==> config.mk <==
export PLATFORM = sky130hd
export DESIGN_NAME = irq_accept_seq
export DESIGN_NICKNAME = d
export VERILOG_FILES = /design/src/rtl/irq_seq_pkg.sv /design/src/rtl/irq_pin_sync.sv /design/src/rtl/irq_enable_ctl.sv /design/src/rtl/irq_push_gen.sv /design/src/rtl/irq_accept_seq.sv
export SDC_FILE = /design/constraint.sdc
export NUM_CORES = 1
export LEC_CHECK = 0
export ABC_AREA = 1
export BUFFER_PORTS_ARGS = -buffer_cell sky130_fd_sc_hd__buf_2
export CORE_MARGIN = 10
export CORE_UTILIZATION = 36
export CTS_CLUSTER_DIAMETER = 30
export DETAILED_ROUTE_END_ITERATION = 16
export GPL_TIMING_DRIVEN = 0
export PLACE_DENSITY = 0.85
export SYNTH_ARGS = -nofsm -noshare
export SYNTH_HDL_FRONTEND = slang
export SYNTH_SLANG_ARGS = --single-unit
==> constraint.sdc <==
create_clock -name clk -period 1.2 [get_ports clk]
set_input_delay 0.12 -clock clk [delete_from_list [all_inputs] [get_ports clk]]
set_output_delay 0.12 -clock clk [all_outputs]
set_load 0.02 [all_outputs]
==> src/rtl/irq_seq_pkg.sv <==
package irq_seq_pkg;
  localparam int unsigned ADDR_W = 16;
  localparam int unsigned BYTE_W = 8;
  localparam int unsigned PUSH_BYTES = ADDR_W / BYTE_W;

  typedef logic [ADDR_W-1:0] addr_t;
  typedef logic [BYTE_W-1:0] byte_t;

  typedef struct packed {
    addr_t hi_addr;
    byte_t hi_data;
    addr_t lo_addr;
    byte_t lo_data;
  } push_pair_t;

  // high return byte sits one below the current stack pointer
  function automatic addr_t stack_hi_slot(input addr_t sp);
    return sp - addr_t'(1);
  endfunction

  function automatic addr_t stack_lo_slot(input addr_t sp);
    return sp - addr_t'(2);
  endfunction

  function automatic addr_t sp_after_call(input addr_t sp);
    return sp - addr_t'(PUSH_BYTES);
  endfunction

  function automatic byte_t upper_byte(input addr_t a);
    return a[ADDR_W-1 -: BYTE_W];
  endfunction

  function automatic byte_t lower_byte(input addr_t a);
    return a[BYTE_W-1:0];
  endfunction
endpackage

==> src/rtl/irq_pin_sync.sv <==
module irq_pin_sync #(
  parameter int unsigned STAGES = 2
) (
  input  logic clk,
  input  logic rst_n,
  input  logic pin_n,
  output logic req_o
);
  logic [STAGES-1:0] chain_q;

  generate
    if (STAGES == 1) begin : g_single
      always_ff @(posedge clk or negedge rst_n) begin
        if (!rst_n) chain_q <= '1;
        else        chain_q <= pin_n;
      end
    end else begin : g_multi
      always_ff @(posedge clk or negedge rst_n) begin
        if (!rst_n) chain_q <= '1;
        else        chain_q <= {chain_q[STAGES-2:0], pin_n};
      end
    end
  endgenerate

  assign req_o = ~chain_q[STAGES-1];

  // a falling pin cannot reach the output within one edge
  assert_sync_lag_R1: assert property (@(posedge clk) disable iff (!rst_n)
    $fell(pin_n) |=> !req_o);
endmodule

==> src/rtl/irq_enable_ctl.sv <==
module irq_enable_ctl (
  input  logic clk,
  input  logic rst_n,
  input  logic ei_stb,
  input  logic di_stb,
  input  logic fetch_req,
  input  logic take_i,
  output logic ie_o,
  output logic shadow_o
);
  logic ie_q, shadow_q;

  always_ff @(posedge clk or negedge rst_n) begin
    if (!rst_n) begin
      ie_q     <= 1'b0;
      shadow_q <= 1'b0;
    end else if (di_stb) begin
      ie_q     <= 1'b0;
      shadow_q <= 1'b0;
    end else if (ei_stb) begin
      ie_q     <= 1'b1;
      shadow_q <= 1'b1;
    end else if (fetch_req) begin
      shadow_q <= 1'b0;
      if (take_i) ie_q <= 1'b0;
    end
  end

  assign ie_o     = ie_q;
  assign shadow_o = shadow_q;

  assert_take_clears_ie_R3: assert property (@(posedge clk) disable iff (!rst_n)
    take_i && !ei_stb |=> !ie_q);
  assert_enable_arms_shadow_R5: assert property (@(posedge clk) disable iff (!rst_n)
    ei_stb && !di_stb |=> ie_q && shadow_q);
  assert_shadow_one_fetch_R5: assert property (@(posedge clk) disable iff (!rst_n)
    fetch_req && !ei_stb |=> !shadow_q);
  assert_disable_now_R6: assert property (@(posedge clk) disable iff (!rst_n)
    di_stb |=> !ie_q && !shadow_q);
endmodule

==> src/rtl/irq_push_gen.sv <==
module irq_push_gen
  import irq_seq_pkg::*;
(
  input  logic       clk,
  input  logic       rst_n,
  input  logic       en,
  input  addr_t      ret_pc,
  input  addr_t      sp_cur,
  output logic       push_we,
  output push_pair_t push,
  output logic       sp_we,
  output addr_t      sp_new
);
  always_comb begin
    push_we      = en;
    sp_we        = en;
    push.hi_addr = stack_hi_slot(sp_cur);
    push.hi_data = upper_byte(ret_pc);
    push.lo_addr = stack_lo_slot(sp_cur);
    push.lo_data = lower_byte(ret_pc);
    sp_new       = sp_after_call(sp_cur);
  end

  // the new stack pointer lands on the last byte written
  assert_sp_on_low_byte_R4: assert property (@(posedge clk) disable iff (!rst_n)
    push_we |-> (sp_new == push.lo_addr) && (push.hi_addr == push.lo_addr + addr_t'(1)));
endmodule

==> src/rtl/irq_accept_seq.sv <==
module irq_accept_seq
  import irq_seq_pkg::*;
#(
  parameter addr_t       VEC_ADDR    = 16'h0038,
  parameter addr_t       RESET_PC    = 16'h0000,
  parameter int unsigned SYNC_STAGES = 2
) (
  input  logic                clk,
  input  logic                rst_n,
  input  logic                irq_n,
  input  logic                sample_stb,
  input  logic                ei_stb,
  input  logic                di_stb,
  input  logic                fetch_req,
  input  logic [ADDR_W-1:0]   next_pc,
  input  logic [ADDR_W-1:0]   sp_in,
  output logic                fetch_go,
  output logic                take_irq,
  output logic                push_we,
  output logic [ADDR_W-1:0]   push_hi_addr,
  output logic [BYTE_W-1:0]   push_hi_data,
  output logic [ADDR_W-1:0]   push_lo_addr,
  output logic [BYTE_W-1:0]   push_lo_data,
  output logic                sp_we,
  output logic [ADDR_W-1:0]   sp_out,
  output logic                pc_we,
  output logic [ADDR_W-1:0]   pc_out
);
  logic       req_live;
  logic       req_seen_q;
  logic       ie, shadow;
  logic       take;
  push_pair_t push;

  irq_pin_sync #(.STAGES(SYNC_STAGES)) u_sync (
    .clk   (clk),
    .rst_n (rst_n),
    .pin_n (irq_n),
    .req_o (req_live)
  );

  // level captured once per instruction, dropped at its fetch
  always_ff @(posedge clk or negedge rst_n) begin
    if (!rst_n)          req_seen_q <= 1'b0;
    else if (fetch_req)  req_seen_q <= 1'b0;
    else if (sample_stb) req_seen_q <= req_live;
  end

  irq_enable_ctl u_en (
    .clk       (clk),
    .rst_n     (rst_n),
    .ei_stb    (ei_stb),
    .di_stb    (di_stb),
    .fetch_req (fetch_req),
    .take_i    (take),
    .ie_o      (ie),
    .shadow_o  (shadow)
  );

  assign take = fetch_req & req_seen_q & ie & ~shadow;

  irq_push_gen u_push (
    .clk     (clk),
    .rst_n   (rst_n),
    .en      (take),
    .ret_pc  (next_pc),
    .sp_cur  (sp_in),
    .push_we (push_we),
    .push    (push),
    .sp_we   (sp_we),
    .sp_new  (sp_out)
  );

  assign push_hi_addr = push.hi_addr;
  assign push_hi_data = push.hi_data;
  assign push_lo_addr = push.lo_addr;
  assign push_lo_data = push.lo_data;

  assign take_irq = take;
  assign fetch_go = fetch_req & ~take;
  assign pc_we    = ~rst_n | take;
  assign pc_out   = take ? VEC_ADDR : RESET_PC;

  assert_capture_dropped_R8: assert property (@(posedge clk) disable iff (!rst_n)
    fetch_req |=> !req_seen_q);
  assert_take_after_enable_R2: assert property (@(posedge clk) disable iff (!rst_n)
    take |-> ie && push_we && sp_we);
  assert_no_take_in_shadow_R5: assert property (@(posedge clk) disable iff (!rst_n)
    fetch_req && shadow |-> fetch_go);
endmodule

### After elaboration in Yosys (flattened, before gate mapping)

Cells that the tools add are included.
W data, S select, Z words.

| word-level totals | value |
|---|---|
| output and inout bits | 85 |
| bits in registers | 5 |
| input port bits | 39 |
| word-level logic and storage cells | 29 |

| cells by class | value |
|---|---|
| muxes and demuxes | 10 |
| bitwise logic cells | 9 |
| reductions and logical operators | 4 |
| $add $sub $neg | 2 |

Operators by type and width:

| kind | count |
|---|---|
| $sub A16 B1 Y16 const B | 1 |
| $sub A16 B2 Y16 const B | 1 |
| $mux W1 | 9 |
| $mux W6 | 1 |
| $reduce_bool A3 Y1 | 2 |
| $and A1 B1 Y1 | 4 |
| $not A1 Y1 | 4 |
| $reduce_and A2 Y1 | 1 |
| $reduce_bool A2 Y1 | 1 |
| $or A1 B1 Y1 | 1 |

### Logic depth before layout (Yosys ltp)

Gate-level depths: netlist (run 1).

| depth | value |
|---|---|
| depth in word-level cells | 7 |
| depth in mapped cells | 8 |
| mapped depth without buffers | 8 |

### By module

A second synthesis (run 1) with hierarchy kept.

| second synthesis, totals | value |
|---|---|
| cell total of the unflattened synthesis | 201 |
| area, all modules | 1260.0 um^2 |

Modules (own cells, without submodules):

| module | area each (um^2) | sequential area each (um^2) | instances | cells an instance |
|---|---|---|---|---|
| irq_push_gen | 914.6 | 0.0 | 1 | 160 |
| irq_accept_seq | 207.7 | 25.0 | 1 | 29 |
| irq_enable_ctl | 81.3 | 50.0 | 1 | 9 |
| irq_pin_sync | 56.3 | 52.6 | 1 | 3 |

### Worst setup path after synthesis (run 1)

Ideal clock, no wire load.

| timing path | value |
|---|---|
| path kind | input to output |
| start | in sp_in[1] |
| end | out sp_out[9] |
| slack | -0.433 ns |
| required time | 1.080 ns |
| buffers on the path | 1 |
| data arrival time | 1.513 ns |
| stages | 6 |
| cell sequence | inv_1 > ha_1 > nand2_2 > nor2_2 > xor2_1 > buf_4 |

| on the way | value |
|---|---|
| longest elaborated chain between the ends | 1 |

Ends and longest elaborated chain:

| what | RTL line | source |
|---|---|---|
| start, declared | irq_accept_seq.sv:16 | `input logic [ADDR_W-1:0] sp_in,` |
| $sub A16 B2 Y16 | - |  |
| end, declared | irq_accept_seq.sv:25 | `output logic [ADDR_W-1:0] sp_out,` |

Every way passes these cells.

### Worst setup path after layout (run 1)

| timing path | value |
|---|---|
| start | in sp_in[1] |
| end | out sp_out[11] |

| on the way | value |
|---|---|
| longest elaborated chain between the ends | 1 |

Ends and longest elaborated chain:

| what | RTL line | source |
|---|---|---|
| $sub A16 B2 Y16 | irq_seq_pkg.sv:26 | `return sp - addr_t'(PUSH_BYTES);` |

Every way passes these cells.

==> results.json, run 1 <==
{
  "die_h_um": 78.5,
  "r2r_cells": 5,
  "p_leak_uw": 0.00146,
  "n_antenna_cell": 0,
  "grt_max_degree": 8,
  "synth_xor_area_share_pct": 9.97,
  "drt_iter0_drc": 211,
  "grt.overflow.total": 0,
  "fin_ws_ns": -0.359,
  "syn_inst": 198,
  "drv_cap": 0,
  "ys_ff_latch": 5,
  "timing.rr.start": "u_en.shadow_o",
  "cp.arrival_ns": 1.44,
  "fin_crit_sh_pct": 130,
  "syn_area_um2": 1230,
  "p_per_area_nw_per_um2": 525,
  "gr-usage-all-layers_pct": 17.6,
  "fp.dieArea_um2": 6150,
  "grt_pass1_vias": 1868,
  "drc": 0,
  "gp_congestion": 0.776,
  "fin_nets": 371,
  "yosys.area_share.adder_pct": 3.05,
  "synth_top_area_share_pct": 31.1,
  "clock-skew-final_ns": 0.000275,
  "ys_types": 18,
  "reg2reg_to": "u_en.ie_o",
  "cp_cell_sequence": "buf_8, clkinvlp_4, buf_6, ha_4, nand2_4, nor2_4, nand2_1, nand2_1, nand2_2, buf_6, buf_6",
  "dp_hpwl_mm": 3.77,
  "clock_latency_ns": 0.24,
  "utilization_pct": 82.8,
  "p_total_uw": 1440,
  "drive_gt1_share_pct": 73.2,
  "fill_cells": 180,
  "slew_viol_final": 0,
  "coreArea_um2": 3310,
  "wl_mm": 7.24,
  "antenna_found_initial": 0,
  "final_cell_area_um2": 2740,
  "finalHoldViolations": 0,
  "tns_ns": -6.71,
  "syn2layout_area_growth_pct": 123,
  "synth-compound-area-share_pct": 1.63,
  "rows": 21,
  "cts_buffers": 3,
  "post_dp_cell_area_um2": 1950,
  "report.final.setup_viol": 45,
  "r2r_setup_slack_ns": 0.18,
  "cts_root_buffer": "clkbuf_4",
  "yosys.area_share.simple_pct": 36.5,
  "crit_path_start": "sp_in[1]",
  "cp_slowest_cell": "nor2_4",
  "rsz0062_at_grt": "true",
  "viasPerCell": 4.85,
  "max_stage_delay_ns": 0.19,
  "yosysTopAreaCell": "buf_4",
  "die_w_um": 78.5,
  "fin_crit_ns": 1.56,
  "grt_pass1_wl_mm": 8.90,
  "portBuffers": 94,
  "start_util_pct": 37.2,
  "worstSetupPathType": "input port to primary output",
  "crit_top_cell": "buf_6",
  "multiInputGateArea_um2": 1050,
  "required_ns": 1.08,
  "ir_worst_vdd_mv": 0.532,
  "ant_nets": 0,
  "ys_warn_count": 0,
  "outcome": "complete, but fails checks",
  "avgSynthCellArea_um2": 6.21,
  "synthMuxAreaShare_pct": 0,
  "routed-via-count": 1814,
  "synthTopCellsByArea": "buf_4 31%, nand2_1 16%, xor2_1 8.5%",
  "crit_path_start_kind": "input port",
  "clk_pin_slew_worst_paths_ns": 0.04,
  "detail_route.wl_per_cell_um": 19.4,
  "yosysSeqAreaShare_pct": 10.4,
  "pin_count": 124,
  "synth_top_family_by_area": "buffers and inverters",
  "hold_class": "input port to flip-flop",
  "register_area_um2": 128,
  "worst_setup_path_end_kind": "primary output",
  "dr.pass1.iters": 4,
  "violations": "setup timing",
  "endpoint": "sp_out[11]",
  "cts_tree": "built",
  "crit_path_max_fanout": 4,
  "fmax_mhz": 641,
  "clockBufferDepth": 2,
  "cts_sinks": 5,
  "htreeDepth": 1,
  "layout_common_cells": "63 x buf_4, 54 x buf_6, 42 x buf_2",
  "layout_commonest_cell": "buf_4"
}
-- synth_stat cells (all sizes together) --
cell type / instances
xor2: 12
a21oi: 3
and2: 1
nor2: 26
conb: 1
buf: 51
nand3b: 1
dfrtp: 3
ha: 3
nand3: 13
inv: 23
o21ai: 1
xnor2: 2
dfstp: 2
nand2: 56
-- sequential cells by signal, summed over array words and instances, names as in the netlist --
name,count
u_sync.chain_q,2
req_seen_q,1
u_en.ie_o,1
u_en.shadow_o,1
-- metrics by stage --
stage / setup slack (ns) / cells / hold WS [ns]
3_5_place_dp: -0.362 / 350 / -0.0526
3_3_place_gp: -0.330 / 350 / -0.0581
2_1_floorplan: -0.0567 / 210 / -0.176
6_report: -0.359 / 374 / 0.0354
4_1_cts: -0.195 / 367 / 0.0303
5_1_grt: -0.406 / 374 / 0.0387
-- worst min path at each step --
stage                       from             to  slack (ns)  depth (start not counted)
after global routing      di_stb  u_en.shadow_o        0.04                          2
after CTS                 di_stb      u_en.ie_o        0.03                          2
after floorplan            rst_n     req_seen_q       -0.18                          0
final                     di_stb      u_en.ie_o        0.04                          2
after detailed placement   rst_n      u_en.ie_o       -0.05                          1
after global placement     rst_n     req_seen_q       -0.06                          1
-- cell type report --
cell class	count	area share, %
Tap cell	46	2.10
Inverter	23	3.56
Sequential cell	5	4.66
Multi-Input combinational cell	131	38.3
Timing Repair Buffer	115	35.1
Buffer	50	15.3
Clock buffer	4	0.958
-- critical path, delay by kind of cell --
family / cells / cell delay [ns]
buf+inv: 5 / 0.56
fa+ha+maj: 1 / 0.17
simple gates: 5 / 0.58
-- kinds of logic (layout without fill, tap and decap cells) --
logic type | Yosys count | in the layout
simple gates | 97 | 97
buf+inv | 74 | 192
xor+xnor | 14 | 14
flops | 5 | 5
compound gates | 4 | 4
fa+ha+maj | 3 | 3
other cells | 1 | 13
-- what timing repair did --
action	4_1_cts	5_1_grt
setup buffers	12	8
resized for setup	125	50
setup endpoints to repair	45	47
hold endpoints to repair	6	0
pin swaps	30	25
hold buffers	2	0
-- power by group --
group | internal [uW] | switching [uW]
Combinational | 477 | 579
Sequential | 182 | 5.17
Clock | 126 | 70.0
-- per-layer routing --
metal	wire [um]	global-route usage [%]	share of wire, %	up-vias
li1	-	-	-	785
met1	2310	15.9	32	811
met2	3560	32.5	49	173
met3	970	8.09	13	45
met4	400	8.78	5.5	0
met5	0	0	0	-
Note: power is estimated with default switching activity, not from simulation.
==> run 2, diff against run 1 <==
- CORE_UTILIZATION: 36 -> 37
- PLACE_DENSITY: 0.85 -> 0.86
- SYNTH_HIERARCHICAL: not set -> 1
==> run 2 against run 1 <==
Compared with the run above: the flow still finishes with violations (setup timing); flip-flop and latch count unchanged; critical path depth shrank 2; die area decreased by 0.24%; hold slack better by 0.078 ns; critical path type unchanged; largest cell class unchanged.
==> results.json, run 2 <==
{
  "synth-compound-area-share_pct": 0.794,
  "syn_area_um2": 1260,
  "yosys.area_share.simple_pct": 39.1,
  "crit_path_max_fanout": 3,
  "report.final.setup_viol": 40,
  "grt_max_degree": 9,
  "worstSetupPathType": "input port to primary output",
  "min_from": "ei_stb",
  "layout_common_cells": "58 x buf_4, 48 x buf_6, 48 x buf_2",
  "fp.dieArea_um2": 6140,
  "grt.overflow.total": 0,
  "synthTopCellsByArea": "buf_4 30%, nand2_1 16%, xor2_1 8.3%",
  "cts_sinks": 5,
  "synth_ff_type": "dfrtp_1",
  "die_h_um": 78.4,
  "timing.rr.start": "u_en/shadow_o",
  "syn_inst": 201,
  "slew_viol_final": 0,
  "cts_root_buffer": "clkbuf_4",
  "fin_crit_ns": 1.38,
  "cp.arrival_ns": 1.26,
  "ant_nets": 0,
  "htreeDepth": 1,
  "yosysSeqAreaShare_pct": 10.1,
  "drv_cap": 0,
  "grt_pass1_vias": 1607,
  "multiInputGateArea_um2": 1040,
  "tns_ns": -3.49,
  "detail_route.wl_per_cell_um": 15.6,
  "portBuffers": 94,
  "drt_iter0_drc": 81,
  "antenna_found_initial": 0,
  "ys_warn_count": 6,
  "largest_register": "u_sync/chain_q",
  "min_to": "u_en/ie_o",
  "clk_pin_slew_worst_paths_ns": 0.04,
  "dp_slack_ns": -0.274,
  "hold_path_depth": 3,
  "grt_pass1_wl_mm": 7.25,
  "yosys.area_share.adder_pct": 2.98,
  "r2r_setup_slack_ns": 0,
  "crit_path_start_kind": "input port",
  "rows": 21,
  "gp_congestion": 0.791,
  "finalHoldViolations": 0,
  "fill_cells": 177,
  "largest_reg_flops": 2,
  "ys_ff_latch": 5,
  "r2r_cells": 7,
  "clockBufferDepth": 2,
  "wl_mm": 5.82,
  "fin_nets": 369,
  "worst_setup_path_end_kind": "primary output",
  "synth_top_area_share_pct": 30.4,
  "cts_buffers": 3,
  "rsz0062_at_grt": "true",
  "avgSynthCellArea_um2": 6.27,
  "fin_ws_ns": -0.176,
  "p_leak_uw": 0.00141,
  "ys_types": 18,
  "synth_xor_area_share_pct": 9.73,
  "coreArea_um2": 3310,
  "start_util_pct": 38.1,
  "reg2reg_to": "u_en/ie_o",
  "fmax_mhz": 727,
  "outcome": "complete, but fails checks",
  "syn2layout_area_growth_pct": 111,
  "clock-skew-final_ns": 0.0000878,
  "ir_worst_vdd_mv": 0.414,
  "gr-usage-all-layers_pct": 14.0,
  "async_reset_ff_share_pct": 100,
  "drive_gt1_share_pct": 69.3,
  "hold_class": "input port to flip-flop",
  "violations": "setup timing",
  "routed-via-count": 1667,
  "dr.pass1.iters": 4,
  "p_per_area_nw_per_um2": 521,
  "synth.most_common_cell": "nand2_1",
  "synthMuxAreaShare_pct": 0,
  "synth_edf_count": 0,
  "required_ns": 1.08,
  "p_total_uw": 1380,
  "n_antenna_cell": 0,
  "pin_count": 124,
  "drc": 0,
  "register_area_um2": 128,
  "layout_commonest_cell": "buf_4",
  "die_w_um": 78.4,
  "yosysTopAreaCell": "buf_4",
  "ys_top_cells_by_count": "54 x nand2_1, 51 x buf_4, 22 x inv_1",
  "cts_tree": "built",
  "fin_crit_sh_pct": 115,
  "viasPerCell": 4.48,
  "dp_hpwl_mm": 3.70,
  "clock_latency_ns": 0.24,
  "synth_top_family_by_area": "simple AND/OR/NAND/NOR gates"
}
-- run 2: cell count changes after synthesis --
| cell | previous run | this run |
|---|---|---|
| inv_1 | 23 | 22 |
| nand2_1 | 53 | 54 |
| nor2_1 | 10 | 15 |
| nand2_2 | 3 | 5 |
| nor2_4 | 3 | 7 |
| nor2_2 | 13 | 6 |
| a21oi_1 | 3 | 0 |
| nand3b_1 | 1 | 2 |
| o21ai_1 | 0 | 1 |
-- run 2: per-stage QoR --
| step | instances | cell area (um2) | util, % | hold WS, ns |
|---|---|---|---|---|
| 3_3_place_gp | 353 | 1980 | 59.9 | -0.0567 |
| 4_1_cts | 364 | 2340 | 70.7 | 0.105 |
| 5_1_grt | 372 | 2660 | 80.3 | 0.118 |
| 6_report | 372 | 2660 | 80.3 | 0.113 |
| 3_5_place_dp | 353 | 1980 | 59.9 | -0.0528 |
| 2_1_floorplan | 213 | 1460 | - | -0.176 |
-- run 2: repair_timing --
item | 4_1_cts | 5_1_grt
pin swaps | 16 | 31
hold buffers | 2 | 0
setup buffers | 7 | 8
hold endpoints to repair | 6 | 0
gates cloned | 0 | 0
gates resized for setup | 86 | 67
endpoints found under the setup margin | 41 | 41
-- run 2: cell type report --
type                    count  area share, %
plain buffers              49           15.2
clock buffers               4          0.988
inverters                  22           3.57
multi-input cells         135           39.2
flip-flops and latches      5           4.80
well taps                  46           2.16
repair buffers            111           34.1
-- run 2: how the worst max path moves through the flow --
stage	from	endpoint	slack [ns]
finish	sp_in[3]	sp_out[12]	-0.18
floorplan	sp_in[1]	sp_out[9]	-0.02
detailed placement	sp_in[1]	push_hi_addr[11]	-0.27
CTS	sp_in[1]	push_hi_addr[11]	-0.17
global placement	sp_in[1]	push_hi_addr[11]	-0.25
global route	sp_in[3]	sp_out[12]	-0.23
-- run 2: cell families after synthesis --
logic type      count (synthesis)
simple gates                  103
flops                           5
buf+inv                        73
other cells                     1
xor+xnor                       14
compound gates                  2
fa+ha+maj                       3
-- run 2: worst max-delay path, stage by stage --
cell     delay, ns
buf_12        0.11
nor2_4        0.17
nand2_1       0.17
nor2_4        0.19
nand2_1       0.07
nand2_1       0.07
nand2_1       0.08
buf_4         0.14
buf_2         0.15
-- run 2: report_power, final --
group | switching, uW | internal (uW)
clock network | 68.8 | 126
registers | 6.92 | 183
logic | 546 | 455
total | 621 | 764
-- run 2: layer usage --
layer	vias up	global-route usage, %	part of all wire, %
li1	783	-	-
met1	757	12.6	32
met5	-	0	0
met4	0	3.23	1.5
met3	11	6.83	12
met2	116	27.1	55
